$ cat config.mk
export PLATFORM = sky130hd
export DESIGN_NAME = mgmt_serial_master
export DESIGN_NICKNAME = d
export VERILOG_FILES = /design/src/rtl/mgmt_pkg.sv /design/src/rtl/mgmt_clk_div.sv /design/src/rtl/mgmt_frame_seq.sv /design/src/rtl/mgmt_csr.sv /design/src/rtl/mgmt_serial_master.sv
export SDC_FILE = /design/constraint.sdc
export NUM_CORES = 1
export LEC_CHECK = 0
export BUFFER_PORTS_ARGS = -buffer_cell sky130_fd_sc_hd__buf_2
export CORE_UTILIZATION = 35
export CTS_CLUSTER_DIAMETER = 80
export DETAILED_ROUTE_END_ITERATION = 8
export SETUP_SLACK_MARGIN = 0.5
export SLEW_MARGIN = 30
export SYNTH_ARGS = -nofsm -noshare
export SYNTH_HDL_FRONTEND = slang
export SYNTH_SLANG_ARGS = --single-unit
$ cat constraint.sdc
create_clock -name clk -period 3.1 [get_ports clk]
set_clock_uncertainty 0.05 [all_clocks]
set_input_delay 0.62 -clock clk [delete_from_list [all_inputs] [get_ports clk]]
set_output_delay 0.62 -clock clk [all_outputs]
set_load 0.01 [all_outputs]
$ cat src/rtl/mgmt_pkg.sv
package mgmt_pkg;
  localparam int ADDR_W     = 6;
  localparam int DATA_W     = 32;
  localparam int PRE_BITS   = 32;
  localparam int FRAME_BITS = 32;
  localparam int TOT_BITS   = PRE_BITS + FRAME_BITS;
  localparam int CNT_W      = $clog2(TOT_BITS);
  localparam int WORD_W     = 16;
  localparam int TA_POS     = 14;
  localparam int DATA_POS   = 16;

  localparam logic [ADDR_W-1:0] OFS_CMD  = 6'h00;
  localparam logic [ADDR_W-1:0] OFS_WDAT = 6'h08;
  localparam logic [ADDR_W-1:0] OFS_RDAT = 6'h10;
  localparam logic [ADDR_W-1:0] OFS_CFG  = 6'h18;
  localparam logic [ADDR_W-1:0] OFS_EN   = 6'h20;

  localparam int CMD_REG_LSB = 0;
  localparam int CMD_PHY_LSB = 8;
  localparam int CMD_OP_LSB  = 16;
  localparam int PEND_BIT    = 31;
  localparam int VALID_BIT   = 30;
  localparam int CFG_C45_BIT = 0;
  localparam int CFG_PRE_BIT = 1;
  localparam int CFG_DIV_LSB = 8;

  typedef struct packed {
    logic [1:0] op;
    logic [4:0] phy;
    logic [4:0] regad;
  } cmd_t;

  function automatic logic [1:0] bus_op(input logic c45, input logic [1:0] op);
    if (c45) return op;
    return op[0] ? 2'b10 : 2'b01;
  endfunction

  function automatic logic op_is_read(input logic c45, input logic [1:0] op);
    return c45 ? op[1] : op[0];
  endfunction
endpackage

$ cat src/rtl/mgmt_clk_div.sv
module mgmt_clk_div #(
  parameter int DIV_W = 8
) (
  input  logic             clk,
  input  logic             rst_n,
  input  logic             run,
  input  logic [DIV_W-1:0] half,
  output logic             mdc,
  output logic             rise_tick,
  output logic             fall_tick
);
  logic [DIV_W-1:0] cnt_q, cnt_d;
  logic             mdc_q, mdc_d;
  logic             wrap;

  assign wrap      = run && (cnt_q >= half);
  assign rise_tick = wrap && !mdc_q;
  assign fall_tick = wrap && mdc_q;
  assign mdc       = mdc_q;

  always_comb begin
    cnt_d = cnt_q;
    mdc_d = mdc_q;
    if (!run) begin
      cnt_d = '0;
      mdc_d = 1'b0;
    end else if (wrap) begin
      cnt_d = '0;
      mdc_d = ~mdc_q;
    end else begin
      cnt_d = cnt_q + 1'b1;
    end
  end

  always_ff @(posedge clk or negedge rst_n) begin
    if (!rst_n) begin
      cnt_q <= '0;
      mdc_q <= 1'b0;
    end else begin
      cnt_q <= cnt_d;
      mdc_q <= mdc_d;
    end
  end


  mdc_idle_chk: assert property (@(posedge clk) disable iff (!rst_n)
    !run |=> !mdc_q);
endmodule

$ cat src/rtl/mgmt_frame_seq.sv
module mgmt_frame_seq
  import mgmt_pkg::*;
(
  input  logic                clk,
  input  logic                rst_n,
  input  logic                start,
  input  logic                abort,
  input  logic                with_pre,
  input  logic                rd_op,
  input  logic [TOT_BITS-1:0] frame_bits,
  input  logic                rise_tick,
  input  logic                fall_tick,
  input  logic                mdio_in,
  output logic                busy,
  output logic                mdio_out,
  output logic                mdio_oe,
  output logic                done,
  output logic [WORD_W-1:0]   rd_word,
  output logic                rd_ok
);
  logic                busy_q, busy_d;
  logic [CNT_W-1:0]    cnt_q, cnt_d, cnt_nx, fpos;
  logic [TOT_BITS-1:0] sh_q, sh_d, sh_load;
  logic                rdop_q, rdop_d;
  logic                out_q, out_d;
  logic                oe_q, oe_d;
  logic [WORD_W-1:0]   rx_q, rx_d;
  logic                taerr_q, taerr_d;
  logic                last_bit, in_frame;

  assign fpos     = cnt_q - CNT_W'(PRE_BITS);
  assign cnt_nx   = cnt_q + 1'b1;
  assign last_bit = (cnt_q == CNT_W'(TOT_BITS - 1));
  assign in_frame = (cnt_q >= CNT_W'(PRE_BITS));
  assign sh_load  = with_pre ? frame_bits : (frame_bits << PRE_BITS);

  assign busy     = busy_q;
  assign mdio_out = out_q;
  assign mdio_oe  = oe_q;
  assign done     = busy_q && fall_tick && last_bit && !abort;
  assign rd_word  = rx_q;
  assign rd_ok    = !taerr_q;

  always_comb begin
    busy_d  = busy_q;
    cnt_d   = cnt_q;
    sh_d    = sh_q;
    rdop_d  = rdop_q;
    out_d   = out_q;
    oe_d    = oe_q;
    rx_d    = rx_q;
    taerr_d = taerr_q;
    if (abort) begin
      busy_d = 1'b0;
      oe_d   = 1'b0;
      out_d  = 1'b1;
      cnt_d  = '0;
    end else if (start && !busy_q) begin
      busy_d  = 1'b1;
      cnt_d   = with_pre ? '0 : CNT_W'(PRE_BITS);
      sh_d    = sh_load;
      out_d   = sh_load[TOT_BITS-1];
      oe_d    = 1'b1;
      rdop_d  = rd_op;
      taerr_d = 1'b0;
      rx_d    = '0;
    end else if (busy_q) begin
      if (rise_tick && rdop_q && in_frame) begin
        if (fpos == CNT_W'(TA_POS + 1)) begin
          taerr_d = mdio_in;
        end else if (fpos >= CNT_W'(DATA_POS)) begin
          rx_d = {rx_q[WORD_W-2:0], mdio_in};
        end
      end
      if (fall_tick) begin
        if (last_bit) begin
          busy_d = 1'b0;
          oe_d   = 1'b0;
          out_d  = 1'b1;
        end else begin
          cnt_d = cnt_nx;
          sh_d  = sh_q << 1;
          out_d = sh_q[TOT_BITS-2];
          oe_d  = !(rdop_q && (cnt_nx >= CNT_W'(PRE_BITS + TA_POS)));
        end
      end
    end
  end

  always_ff @(posedge clk or negedge rst_n) begin
    if (!rst_n) begin
      busy_q  <= 1'b0;
      cnt_q   <= '0;
      sh_q    <= '0;
      rdop_q  <= 1'b0;
      out_q   <= 1'b1;
      oe_q    <= 1'b0;
      rx_q    <= '0;
      taerr_q <= 1'b0;
    end else begin
      busy_q  <= busy_d;
      cnt_q   <= cnt_d;
      sh_q    <= sh_d;
      rdop_q  <= rdop_d;
      out_q   <= out_d;
      oe_q    <= oe_d;
      rx_q    <= rx_d;
      taerr_q <= taerr_d;
    end
  end


  mdio_fall_chk: assert property (@(posedge clk) disable iff (!rst_n)
    (!fall_tick && !start && !abort) |=> $stable(out_q));


  abort_idle_chk: assert property (@(posedge clk) disable iff (!rst_n)
    abort |=> (!busy_q && !oe_q));
endmodule

$ cat src/rtl/mgmt_csr.sv
module mgmt_csr
  import mgmt_pkg::*;
#(
  parameter int DIV_W = 8
) (
  input  logic                clk,
  input  logic                rst_n,
  input  logic                csr_wr,
  input  logic [ADDR_W-1:0]   csr_addr,
  input  logic [DATA_W-1:0]   csr_wdata,
  output logic [DATA_W-1:0]   csr_rdata,
  input  logic                busy,
  input  logic                done,
  input  logic [WORD_W-1:0]   rd_word,
  input  logic                rd_ok,
  output logic                start,
  output logic                abort,
  output logic                with_pre,
  output logic                rd_op,
  output logic [TOT_BITS-1:0] frame_bits,
  output logic [DIV_W-1:0]    half
);
  cmd_t              cmd_q, cmd_d, cmd_in;
  logic [WORD_W-1:0] wdat_q, wdat_d, rdat_q, rdat_d;
  logic              wpend_q, wpend_d, rpend_q, rpend_d, rval_q, rval_d;
  logic              c45_q, c45_d, pre_q, pre_d, en_q, en_d;
  logic [DIV_W-1:0]  half_q, half_d;
  logic              wr_cmd, wr_wdat, wr_cfg, wr_en;
  logic [1:0]        ta_bits;
  logic [WORD_W-1:0] payload;
  logic              unused_hi;

  assign unused_hi = ^csr_wdata[DATA_W-1:CMD_OP_LSB+2];

  assign cmd_in.op    = csr_wdata[CMD_OP_LSB +: 2];
  assign cmd_in.phy   = csr_wdata[CMD_PHY_LSB +: 5];
  assign cmd_in.regad = csr_wdata[CMD_REG_LSB +: 5];

  assign wr_cmd  = csr_wr && (csr_addr == OFS_CMD);
  assign wr_wdat = csr_wr && (csr_addr == OFS_WDAT);
  assign wr_cfg  = csr_wr && (csr_addr == OFS_CFG);
  assign wr_en   = csr_wr && (csr_addr == OFS_EN);

  assign start    = wr_cmd && en_q && !busy;
  assign abort    = !en_q;
  assign with_pre = pre_q;
  assign half     = half_q;
  assign rd_op    = op_is_read(c45_q, cmd_in.op);
  assign ta_bits  = rd_op ? 2'b11 : 2'b10;
  assign payload  = rd_op ? {WORD_W{1'b1}} : wdat_q;
  assign frame_bits = {{PRE_BITS{1'b1}}, (c45_q ? 2'b00 : 2'b01),
                       bus_op(c45_q, cmd_in.op), cmd_in.phy, cmd_in.regad,
                       ta_bits, payload};

  always_comb begin
    cmd_d   = cmd_q;
    wdat_d  = wdat_q;
    rdat_d  = rdat_q;
    wpend_d = wpend_q;
    rpend_d = rpend_q;
    rval_d  = rval_q;
    c45_d   = c45_q;
    pre_d   = pre_q;
    half_d  = half_q;
    en_d    = en_q;
    if (wr_wdat) wdat_d = csr_wdata[WORD_W-1:0];
    if (wr_cfg) begin
      c45_d  = csr_wdata[CFG_C45_BIT];
      pre_d  = csr_wdata[CFG_PRE_BIT];
      half_d = csr_wdata[CFG_DIV_LSB +: DIV_W];
    end
    if (wr_en) en_d = csr_wdata[0];
    if (start) begin
      cmd_d = cmd_in;
      if (rd_op) begin
        rpend_d = 1'b1;
        rval_d  = 1'b0;
      end else begin
        wpend_d = 1'b1;
      end
    end
    if (done) begin
      wpend_d = 1'b0;
      if (rpend_q) begin
        rpend_d = 1'b0;
        rdat_d  = rd_word;
        rval_d  = rd_ok;
      end
    end
    if (abort) begin
      wpend_d = 1'b0;
      rpend_d = 1'b0;
    end
  end

  always_ff @(posedge clk or negedge rst_n) begin
    if (!rst_n) begin
      cmd_q   <= '0;
      wdat_q  <= '0;
      rdat_q  <= '0;
      wpend_q <= 1'b0;
      rpend_q <= 1'b0;
      rval_q  <= 1'b0;
      c45_q   <= 1'b0;
      pre_q   <= 1'b0;
      half_q  <= '0;
      en_q    <= 1'b0;
    end else begin
      cmd_q   <= cmd_d;
      wdat_q  <= wdat_d;
      rdat_q  <= rdat_d;
      wpend_q <= wpend_d;
      rpend_q <= rpend_d;
      rval_q  <= rval_d;
      c45_q   <= c45_d;
      pre_q   <= pre_d;
      half_q  <= half_d;
      en_q    <= en_d;
    end
  end

  always_comb begin
    csr_rdata = '0;
    case (csr_addr)
      OFS_CMD: begin
        csr_rdata[CMD_OP_LSB +: 2]  = cmd_q.op;
        csr_rdata[CMD_PHY_LSB +: 5] = cmd_q.phy;
        csr_rdata[CMD_REG_LSB +: 5] = cmd_q.regad;
      end
      OFS_WDAT: begin
        csr_rdata[WORD_W-1:0] = wdat_q;
        csr_rdata[PEND_BIT]   = wpend_q;
      end
      OFS_RDAT: begin
        csr_rdata[WORD_W-1:0] = rdat_q;
        csr_rdata[VALID_BIT]  = rval_q;
        csr_rdata[PEND_BIT]   = rpend_q;
      end
      OFS_CFG: begin
        csr_rdata[CFG_C45_BIT]           = c45_q;
        csr_rdata[CFG_PRE_BIT]           = pre_q;
        csr_rdata[CFG_DIV_LSB +: DIV_W]  = half_q;
      end
      OFS_EN:  csr_rdata[0] = en_q;
      default: csr_rdata = '0;
    endcase
  end


  pend_excl_chk: assert property (@(posedge clk) disable iff (!rst_n)
    !(wpend_q && rpend_q));


  val_after_pend_chk: assert property (@(posedge clk) disable iff (!rst_n)
    $rose(rval_q) |-> $fell(rpend_q));


  wpend_clear_chk: assert property (@(posedge clk) disable iff (!rst_n)
    $fell(wpend_q) |-> ($past(done) || $past(abort)));
endmodule

$ cat src/rtl/mgmt_serial_master.sv
module mgmt_serial_master
  import mgmt_pkg::*;
#(
  parameter int DIV_W = 8
) (
  input  logic              clk,
  input  logic              rst_n,
  input  logic              csr_wr,
  input  logic [ADDR_W-1:0] csr_addr,
  input  logic [DATA_W-1:0] csr_wdata,
  output logic [DATA_W-1:0] csr_rdata,
  output logic              mdc,
  output logic              mdio_out,
  output logic              mdio_oe,
  input  logic              mdio_in
);
  logic                busy, done, start, abort, with_pre, rd_op, rd_ok;
  logic                rise_tick, fall_tick;
  logic [WORD_W-1:0]   rd_word;
  logic [TOT_BITS-1:0] frame_bits;
  logic [DIV_W-1:0]    half;

  mgmt_csr #(.DIV_W(DIV_W)) u_csr (
    .clk        (clk),
    .rst_n      (rst_n),
    .csr_wr     (csr_wr),
    .csr_addr   (csr_addr),
    .csr_wdata  (csr_wdata),
    .csr_rdata  (csr_rdata),
    .busy       (busy),
    .done       (done),
    .rd_word    (rd_word),
    .rd_ok      (rd_ok),
    .start      (start),
    .abort      (abort),
    .with_pre   (with_pre),
    .rd_op      (rd_op),
    .frame_bits (frame_bits),
    .half       (half)
  );

  mgmt_clk_div #(.DIV_W(DIV_W)) u_div (
    .clk       (clk),
    .rst_n     (rst_n),
    .run       (busy),
    .half      (half),
    .mdc       (mdc),
    .rise_tick (rise_tick),
    .fall_tick (fall_tick)
  );

  mgmt_frame_seq u_seq (
    .clk        (clk),
    .rst_n      (rst_n),
    .start      (start),
    .abort      (abort),
    .with_pre   (with_pre),
    .rd_op      (rd_op),
    .frame_bits (frame_bits),
    .rise_tick  (rise_tick),
    .fall_tick  (fall_tick),
    .mdio_in    (mdio_in),
    .busy       (busy),
    .mdio_out   (mdio_out),
    .mdio_oe    (mdio_oe),
    .done       (done),
    .rd_word    (rd_word),
    .rd_ok      (rd_ok)
  );
endmodule

==> key figures <==
Synth
  • Sequential area share after synthesis: 52.1%
  • Synthesis warning total: 0
  • Fraction of registers with async set/reset: 100%
  • Syn Area/Cell: 10.7 um^2
  • Synth unique cells: 59
  • Netlist Area Pre-Place: 7540 um^2
  • Main synth FF type: dfrtp_1
  • #FFs+latches synth: 157
  • Top post-synthesis cells by area: dfrtp_1 (52%), mux2_2 (7.0%), nand2_1 (3.7%)
  • Top cells by count, synth: dfrtp_1 (156), nand2_1 (74), nor2_1 (60)
  • Post-Syn Instances: 706
  • Most numerous cell in the Yosys netlist: dfrtp_1
  • Area leader, netlist: dfrtp_1
  • EDFF count, synth: 0
  • Synth top area share: 51.8%

Floorplanning
  • DIE HEIGHT: 149 um
  • Starting Density: 35.7%
  • Area of the core: 21100 um^2
  • I/O Pins: 77
  • # rows: 53
  • Full die area: 22100 um^2
  • Width of the die: 149 um

Timing
  • Tmin final: 2550 ps
  • Max-slew headroom: 51.1%
  • Worst Tran Pin Value: 733 ps
  • Sum of negative setup slack: 0 ps
  • Setup slack after layout: 548 ps
  • Final hold viol count: 0
  • Max Freq: 392 MHz
  • Final setup vio count: 0
  • Fin crit share: 82.3%
  • Max-slew violation count: 0
  • Unrepaired setup endpoints after global routing: yes

Clock network
  • CTS max path bufs: 2
  • Sink Count: 157
  • CTS tree: done
  • Root buffer cell: clkbuf_16
  • Clk slew on worst S/H paths: 60 ps
  • CTS Buf Count: 17
  • H-tree levels: 4
  • Clock Latency Late Sink: 430 ps

Setup path
  • Crit path kind: primary input to output port
  • Reg-to-reg slack, setup: 630 ps
  • FF-to-FF path depth: 8
  • CP cell instances: buf_2 > or3_4 > or2_4 > buf_6 > nor2_4 > buf_2
  • Crit-path slowest cell: or3_4
  • Worst Setup EP: csr_rdata[2]
  • Worst endpoint required time: 2430 ps
  • Critical path origin: csr_addr[2]
  • Setup crit start kind: primary input
  • Crit-path max cell delay: 430 ps
  • Worst path top cell family by delay: simple AND/OR/NAND/NOR gates
  • Worst Path Buf+Inv: 3
  • Reg2Reg Capture Point: u_seq.sh_q[18]$_DFFE_PN0P_
  • Worst Setup End Kind: output port
  • WP data arrival: 1880 ps
  • Max Fanout on Critical Path: 12
  • Reg2reg start: u_seq.cnt_q[0]$_DFFE_PN0P_
  • CP most frequent cell: buf_2
  • CP Depth: 6

GRT
  • Overall Global Routing Usage: 18.3%
  • GR Overflow Total: 0
  • First-pass GRT wire length: 30500 um
  • Largest net degree at the start of global routing: 78
  • Vias in the first global route: 5429
  • Initial antenna violation count: 1

Routing
  • Post-route ant nets: 0
  • Drt first pass iters: 5
  • Initial DRC count: 429
  • Residual DRC: 0
  • Routed vias: 5503
  • Routed len/inst: 17.9 um
  • WL final: 19000 um
  • Via-per-instance ratio: 5.20

Cells and area
  • Final #Nets: 823
  • Final Cell Area: 9020 um^2
  • Layout area overhead: 19.6%
  • Layout cells sized above 1: 28.3%

Placement
  • Hpwl dp: 13000 um
  • GPL Wtd Cong: 0.795
  • PortBufs: 50
  • Worst slack, placed: 109 ps
  • Placed inst area: 8190 um^2

Power
  • Worst VDD drop: 0.000404 V
  • Pwr Density: 529 nW/um^2
  • P_leak: 4.21 nW

Hold path
  • Hold/Removal Path Class: primary input to asynchronous set/reset pin

Run
  • Total of max-cap violations: 0

Run status
  • Run status: completed
-- worst min-delay path by stage --
stage	to	startpoint	cells after the start	slack, ps
2_1_floorplan	u_csr.c45_q$_DFFE_PN0P_	rst_n	0	270
3_3_place_gp	u_csr.cmd_q[11]$_DFFE_PN0P_	u_csr.cmd_q[11]$_DFFE_PN0P_	2	400
3_5_place_dp	u_csr.cmd_q[2]$_DFFE_PN0P_	u_csr.cmd_q[2]$_DFFE_PN0P_	2	410
4_1_cts	u_csr.rdat_q[14]$_DFFE_PN0P_	rst_n	1	220
5_1_grt	u_csr.rdat_q[14]$_DFFE_PN0P_	rst_n	1	240
6_report	u_csr.rdat_q[14]$_DFFE_PN0P_	rst_n	1	190
-- power by group --
part	internal [mW]	switching, mW
Combinational	0.171	0.226
Clock	1.29	0.858
Sequential	2.13	0.0981
-- kinds of logic (layout without fill, tap and decap cells) --
group | after synthesis | in the layout | share of synthesized area [%]
compound gates | 161 | 162 | 16.3
xor+xnor | 11 | 11 | 1.28
fa+ha+maj | 12 | 12 | 1.99
buf+inv | 99 | 163 | 6.02
flops | 157 | 157 | 52.1
mux | 59 | 59 | 9.78
other cells | 1 | 13 | 0.0497
simple gates | 206 | 206 | 12.4
-- state kept, by name, indices dropped and copies added, names as in the netlist, 6 cells and up --
register and count:
u_csr.rdat_q 16, u_seq.rd_word 16, u_csr.wdat_q 16, u_csr.cmd_q 12
u_div.cnt_q 8, u_seq.sh_q 63, u_seq.cnt_q 6, u_csr.half 8
-- worst register-to-register path, cell delays in order (launching register included) --
cell,delay [ps]
dfrtp_1,430
ha_1,260
and3_1,190
and3_1,210
buf_4,180
nor3b_1,430
nor2_4,140
buf_4,220
o221a_2,270
-- final cells by class --
type                       instances  area, um^2
antenna                            1        2.50
clock buffer                      18         439
clock inverter                    14         165
fill                            2023       12100
inverter                          44         165
multi-input combinational        462        3340
sequential                       157        3930
tap                              275         344
timing repair buffer              87         634
-- stage by stage --
step,hold slack (ps),power [mW],utilization [%],std cells
final,190,4.77,42.8,1058
after global routing,243,4.95,42.8,1057
after CTS,216,4.79,42.3,1055
after detailed placement,412,2.63,38.8,1017
after global placement,401,2.63,38.8,1017
after floorplan,274,2.46,-,717
-- routing by layer --
| layer | global-route usage, % | up-vias | part of all wire [%] |
|---|---|---|---|
| met3 | 3.21 | 20 | 3.2 |
| met4 | 6.89 | 0 | 2.1 |
| li1 | - | 2618 | - |
| met2 | 29.4 | 96 | 48 |
| met5 | 0 | - | 0 |
| met1 | 24.8 | 2769 | 46 |
-- cells in the final DEF, fill, tap and decap left out, types with 10 or more instances in the layout --
master / count
buf_2: 47
and2_1: 10
nand3_1: 26
conb_1: 12
a21oi_1: 43
o221a_2: 14
mux2_2: 47
ha_1: 12
a221o_1: 16
inv_1: 43
buf_4: 28
nor2_1: 55
o22ai_1: 18
o21ai_0: 10
o22ai_2: 10
dfrtp_1: 155
a22o_1: 17
clkbuf_16: 17
nand2_1: 74
-- what timing repair did --
action	4_1_cts	5_1_grt
setup endpoints to repair	84	75
cloned	1	0
hold endpoints to repair	0	0
hold buffers	0	0
resized for setup	13	14
pin swaps	4	2
buffers inserted	5	2
(Power assumes the default switching activity.)
